`src/rtl/ldpc_layer_info_gen.sv`:
```
module ldpc_layer_info_gen #(
  parameter int MAX_W     = 22,
  parameter int ADDR_W    = 11,
  parameter int SHIFT_MOD = 40,
  parameter int LAYERS    = 9
) (
  input  logic                           clk,
  input  logic                           rst,
  input  logic                           load_start,
  input  logic [$clog2(MAX_W+1)-1:0]     load_weight,
  output logic                           rom_rd_en,
  output logic [$clog2(MAX_W)-1:0]       rom_rd_idx,
  input  logic [ADDR_W-1:0]              rom_addr,
  input  logic [$clog2(SHIFT_MOD)-1:0]   rom_shift,
  input  logic                           fetch_req,
  output logic                           fetch_valid,
  output logic [ADDR_W-1:0]              fetch_addr,
  output logic [$clog2(SHIFT_MOD)-1:0]   fetch_shift,
  output logic [$clog2(MAX_W)-1:0]       fetch_idx,
  output logic                           fetch_last,
  output logic [$clog2(LAYERS)-1:0]      fetch_layer,
  output logic                           group_done
);
  localparam int CNT_W   = $clog2(MAX_W + 1);
  localparam int IDX_W   = $clog2(MAX_W);
  localparam int SHIFT_W = $clog2(SHIFT_MOD);
  localparam int LYR_W   = $clog2(LAYERS);

  typedef enum logic [1:0] {ST_EMPTY, ST_LOAD, ST_RUN, ST_DONE} state_t;

  state_t               state;
  logic [ADDR_W-1:0]    ent_a [MAX_W];
  logic [SHIFT_W-1:0]   ent_s [MAX_W];
  logic [CNT_W-1:0]     weight;
  logic [CNT_W-1:0]     rd_cnt;
  logic                 wr_pend;
  logic [IDX_W-1:0]     wr_idx;
  logic [IDX_W-1:0]     ptr;
  logic [LYR_W-1:0]     layer;

  logic                 load_ok;
  logic [ADDR_W-1:0]    cur_a, nxt_a;
  logic [SHIFT_W-1:0]   cur_s, nxt_s;
  logic                 wrap;

  assign load_ok = load_start && (state != ST_LOAD) &&
                   (load_weight != '0) && (load_weight <= CNT_W'(MAX_W));

  assign rom_rd_en  = (state == ST_LOAD) && (rd_cnt < weight);
  assign rom_rd_idx = IDX_W'(rd_cnt);

  assign cur_a = ent_a[ptr];
  assign cur_s = ent_s[ptr];
  assign wrap  = (cur_a % ADDR_W'(LAYERS)) == ADDR_W'(LAYERS - 1);
  assign nxt_a = wrap ? cur_a - ADDR_W'(LAYERS - 1) : cur_a + ADDR_W'(1);
  assign nxt_s = !wrap ? cur_s :
                 (cur_s == '0) ? SHIFT_W'(SHIFT_MOD - 1) : cur_s - SHIFT_W'(1);

  assign fetch_valid = fetch_req && (state == ST_RUN);
  assign fetch_addr  = cur_a;
  assign fetch_shift = cur_s;
  assign fetch_idx   = ptr;
  assign fetch_last  = (CNT_W'(ptr) + CNT_W'(1)) == weight;
  assign fetch_layer = layer;
  assign group_done  = (state == ST_DONE);

  always_ff @(posedge clk) begin
    if (rst) begin
      state   <= ST_EMPTY;
      weight  <= '0;
      rd_cnt  <= '0;
      wr_pend <= 1'b0;
      wr_idx  <= '0;
      ptr     <= '0;
      layer   <= '0;
      for (int i = 0; i < MAX_W; i++) begin
        ent_a[i] <= '0;
        ent_s[i] <= '0;
      end
    end else begin
      wr_pend <= rom_rd_en;
      wr_idx  <= rom_rd_idx;
      if (load_ok) begin
        state   <= ST_LOAD;
        weight  <= load_weight;
        rd_cnt  <= '0;
        wr_pend <= 1'b0;
        ptr     <= '0;
        layer   <= '0;
      end else begin
        case (state)
          ST_LOAD: begin
            if (rom_rd_en) rd_cnt <= rd_cnt + CNT_W'(1);
            if (wr_pend) begin
              ent_a[wr_idx] <= rom_addr;
              ent_s[wr_idx] <= rom_shift;
              if ((CNT_W'(wr_idx) + CNT_W'(1)) == weight) state <= ST_RUN;
            end
          end
          ST_RUN: begin
            if (fetch_valid) begin
              ent_a[ptr] <= nxt_a;
              ent_s[ptr] <= nxt_s;
              if (fetch_last) begin
                ptr <= '0;
                if (layer == LYR_W'(LAYERS - 1)) state <= ST_DONE;
                else layer <= layer + LYR_W'(1);
              end else begin
                ptr <= ptr + IDX_W'(1);
              end
            end
          end
          default: ;
        endcase
      end
    end
  end
endmodule


```
`config.mk`:
```
export PLATFORM = sky130hd
export DESIGN_NAME = ldpc_layer_info_gen
export DESIGN_NICKNAME = d
export VERILOG_FILES = /design/src/rtl/ldpc_layer_info_gen.sv
export SDC_FILE = /design/constraint.sdc
export NUM_CORES = 1
export LEC_CHECK = 0
export ABC_AREA = 1
export BUFFER_PORTS_ARGS = -buffer_cell sky130_fd_sc_hd__buf_4
export CAP_MARGIN = 20
export CORE_ASPECT_RATIO = 0.9
export CORE_MARGIN = 2
export CORE_UTILIZATION = 30
export DETAILED_ROUTE_END_ITERATION = 16
export GPL_ROUTABILITY_DRIVEN = 0
export PLACE_DENSITY = 0.45
export SLEW_MARGIN = 10
export SYNTH_ARGS = -nofsm -noshare
export SYNTH_HDL_FRONTEND = slang
export SYNTH_SLANG_ARGS = --single-unit
```
`constraint.sdc`:
```
create_clock -name clk -period 15.46 [get_ports clk]
set_input_delay 0.773 -clock clk [delete_from_list [all_inputs] [get_ports clk]]
set_output_delay 0.773 -clock clk [all_outputs]
set_load 0.05 [all_outputs]
```
# == Word level (Yosys, flattened, before mapping) ==
# Memory sizes are Yosys's and may differ from the RTL's. A register that Yosys moved wholly into a read port is not among the register bits.
# Cells that the tools add are included.
# Widths: inputs -> output; s select.
# classes
add_sub_neg,7
n_div,1
order_cmp,2
eq_ne,18
muxes,39
n_bitwise,1
reduce_logical,19
# op_table
op,n
$mux 5,9
$mux 11,3
$mux 6,4
$reduce_or 11->1,2
$mux 1,17
$add 5x1->5 const B,3
$reduce_and 6->1,2
$reduce_or 6->1,2
$add 11x1->11 const B,1
$eq 11x4->1 const B,1
$mod 11x4->11 const B,1
$sub 11x4->11 const B,1
$eq 5x5->1,2
$mux 2,5
$ne 3x3->1 const B,3
$logic_not 6->1,1
$ne 2x1->1 const B,3
$ne 2x2->1 const B,3
$ne 3x2->1 const B,2
$sub 6x1->6 const B,1
$le 5x5->1 const B,1
$logic_and 1x1->1,5
$lt 5x5->1,1
$reduce_bool 5->1,1
11 further kinds,13
# totals
register_bits,27
mem_bits_rw,374
input_bits,26
output_inout_bits,35
word_cells,97
n_memories,2
# mem_list
name,words,width,read_ports,rd_ports_with_merged_regs,write_ports,line,text
ent_a,22,11,1,1,22,32,logic [ADDR_W-1:0] ent_a [MAX_W];
ent_s,22,6,1,1,22,33,logic [SHIFT_W-1:0] ent_s [MAX_W];

# == Logic depth before layout (Yosys ltp) ==
# logic_depth
word_depth,10
depth_mapped,61
depth_no_buf,54

# == Worst setup path after synthesis ==
# OpenSTA, ideal clock, no wires.
# synth_timing
path_type,register to register
from,register (tool-made name)
to,"memory ent_a[22][0], data pin"
setup_time_ps,310
t_arrival_ps,7246
required_time_ps,15150
setup_slack_ps,7904
path_stages_with_launch,53
synth_period_minus_slack_ps,7556
path_cell_list,dfxtp_1 inv_2 buf_8 buf_6 buf_6 buf_2 clkbuf_1 o21ai_0 o221ai_1 nand3_1 nand2_1 inv_1 o21ai_1 clkinv_1 ha_1 nand3_1 nor2_1 nor2_1 [... 17 more ...] nand2_2 nand4_1 nand2_2 nand2_2 nand2_2 nand4_2 o21bai_4 nand2_2 nand2_1 nand3_1 nand2_1 nand2_2 nor2_4 buf_4 nand3_1 nand3_2 buf_4 nand2_1
# synth_lines
item,line
end: declaration,32

==> impl_metrics.env <==
export IMPL_wire_per_inst_microns=23.9
export IMPL_cts_htree_levels=3
export IMPL_rsz0062_at_grt="false"
export IMPL_min_delay_path_depth=2
export IMPL_dr_pass1_iters=5
export IMPL_status="complete, no violations"
export IMPL_busiest_layer="met2"
export IMPL_synth_edff_count=544
export IMPL_antenna_found_initial=1
export IMPL_drtIter0Drc=2364
export IMPL_overflow=0
export IMPL_arrival_ns=10.47
export IMPL_clockBufferDepth=3
export IMPL_leakage_nw=11.3
export IMPL_num_vias=21028
export IMPL_grtUsageMet3_pct=3.07
export IMPL_first_global_vias=20494
export IMPL_drive_gt1_share_pct=11.4
export IMPL_hold_violations=0
export IMPL_hold_class="in -> reg"
export IMPL_rr_worst_depth=51
export IMPL_slew_headroom_pct=24.4
export IMPL_cp_data_required_time_ns=15.79
export IMPL_cp_top_family="simple AND/OR/NAND/NOR gates"
export IMPL_initial_core_util_pct=30.3
export IMPL_final_common_cell="edfxtp_1"
export IMPL_setup_ws_ns=5.32
export IMPL_finalClockSkew_ns=0.0266
export IMPL_root_buffer="clkbuf_16"
export IMPL_grt_max_degree=147
export IMPL_gr_usage_met2_pct=31.4
export IMPL_portBuffers=60
export IMPL_grt_pass1_wl_microns=139000
export IMPL_crit_type="reg -> reg"
export IMPL_startpoint_type="flop"
export IMPL_dp_cells=3868
export IMPL_fmax_mhz=98.6
export IMPL_timing_critical_path_buf_inv=9
export IMPL_cts_hold_buf=0
export IMPL_die_h_microns=292
export IMPL_routed_wl_microns=95300
export IMPL_dp_slack_ns=5.44
export IMPL_route_detailed_drc=0
export IMPL_routed_via_density=5.27
export IMPL_slowest_delay_ns=0.81
export IMPL_end_kind="flop"
export IMPL_insertion_delay_ns=0.62
export IMPL_dieArea_sq_um=94700
export IMPL_max_cap_viol_count=0
export IMPL_setup_viol=0
export IMPL_yosysWarnings=0
export IMPL_syn_num_nets=2774
export IMPL_syn_avg_cell_area_sq_um=10.1
export IMPL_post_cts_buffers=0
export IMPL_async_reset_ff_share_pct=0
export IMPL_worst_slew_pin_slew_ns=1.13
export IMPL_slew_violations=0
export IMPL_clkTransAtPathRegs_ns=0.06
export IMPL_dieWidth_microns=324
export IMPL_nets=2755
export IMPL_syn_cell_area_sq_um=27700
export IMPL_fin_setup_tns_ns=0
export IMPL_finalPower_mw=3.71
export IMPL_period_share_pct=65.6
export IMPL_use_met1_pct=28.5
export IMPL_cts_sinks=576
export IMPL_layout_common_cells="edfxtp_1, nand2_1, nor2_1"
export IMPL_fp_row_count=105
export IMPL_postRouteAntennaNets=0
export IMPL_coreArea_sq_um=91300
export IMPL_cts_made_buffers=69
export IMPL_area_growth_pct=11.9
export IMPL_n_antenna_cell=0
export IMPL_seq_area_frac_synth_pct=61.4
export IMPL_power_density_nw_per_um2=120
export IMPL_synth_seq_cells=576
export IMPL_nFillCells=9283
export IMPL_grtUsageTotal_pct=20.0
export IMPL_fin_crit_ns=10.14
export IMPL_ctsResizeCount=0
export IMPL_dp_hpwl_microns=55500
export IMPL_max_vdd_ir_drop_mv=0.102
export IMPL_yosys_cell_types_count=48
export IMPL_crit_cells=51
export IMPL_ios=61
export IMPL_final_instance_count_excl_fill=3989
export IMPL_cp_slowest_cell="dfxtp_4"
export IMPL_cts_tree="built"
export IMPL_cp_max_fo=62
export IMPL_synth_flop_cell="edfxtp_1"
export IMPL_syn_inst=2729
==> registers in the layout (all words and copies together), names as in the netlist, named ones only <==
| signal | cells |
|---|---|
| fetch_layer | 4 |
| fetch_idx | 5 |
| ent_a | 352 |
| rom_rd_idx | 5 |
| weight | 5 |
| wr_idx | 5 |
| state | 2 |
| ent_s | 192 |
| wr_pend | 1 |
==> final cells by class <==
cell class	instances	area (sq um)	area share, %
clock buffer	95	1940	6.26
timing repair buffer	109	868	2.80
tap	1230	1540	4.97
inverter	110	427	1.38
multi-input combinational	1844	8980	29.0
sequential	576	17000	54.9
clock inverter	25	220	0.711
==> cells by family after synthesis <==
logic type      Yosys count  share of synthesized area [%]
fa+ha+maj                19                          0.859
xor+xnor                 31                          0.981
simple gates           1292                           20.1
buf+inv                 309                           6.27
flops                   576                           61.4
compound gates          502                           10.5
==> cell usage after synthesis (2+ instances only) <==
cell             n  share of area [%]
buf_2           51               0.92
a211oi_1         2              0.054
edfxtp_1       544                 59
a21oi_4          2               0.12
dfxtp_1         32                2.3
a21oi_2         19               0.60
xor2_1          24               0.76
nand4_1         12               0.27
nand2_2         34               0.77
buf_8            6               0.33
nand2_1        522                7.1
nor2_1         390                5.3
nand4_2          2              0.090
nand3_1        296                5.4
nand2_4          2              0.081
buf_6           32                1.3
a21oi_1        209                3.8
nand3_2          2              0.072
clkbuf_1        55               0.75
nor4_1           3              0.068
nand3_4          8               0.51
buf_4           39                1.1
o221ai_1        63                2.0
o22ai_1         11               0.25
clkinv_1         5              0.068
inv_2           12               0.16
xnor2_1          7               0.22
inv_1           91                1.2
nor3_1           7               0.13
o21ai_1         12               0.22
dlygate4sd1_1   10               0.32
buf_1            5              0.068
ha_1            19               0.86
o31ai_1          2              0.054
or2_2           11               0.25
o21ai_0        176                3.2
==> metrics by stage <==
| stage | utilization [%] | hold WS, ns | area (sq um) |
|---|---|---|---|
| 2_1_floorplan | - | 0.477 | 27700 |
| 3_3_place_gp | 31.5 | 0.477 | 28800 |
| 3_5_place_dp | 31.5 | 0.486 | 28800 |
| 4_1_cts | 33.9 | 0.361 | 30900 |
| 5_1_grt | 33.9 | 0.400 | 31000 |
| 6_report | 33.9 | 0.394 | 31000 |
==> final timing paths <==
check                                    start              to  slack (ns)
worst max-delay path                      flop    ent_a[26][5]        5.32
worst min-delay path                       rst        state[0]        0.39
worst max register to register            flop    ent_a[26][5]        5.32
worst min register to register  fetch_layer[3]  fetch_layer[3]        0.49
==> per-layer routing <==
metal / wire length (microns) / vias up
met5: 0 / -
met4: 2360 / 0
met3: 6600 / 126
met2: 43900 / 758
met1: 42400 / 10633
li1: - / 9511
==> where the power goes <==
group / leakage (nW) / internal [mW] / switching [mW]
clock network: 1.06 / 0.927 / 0.652
logic: 4.58 / 0.0955 / 0.283
registers: 5.65 / 1.74 / 0.0105
No activity file was read; power rests on OpenSTA's default activity.
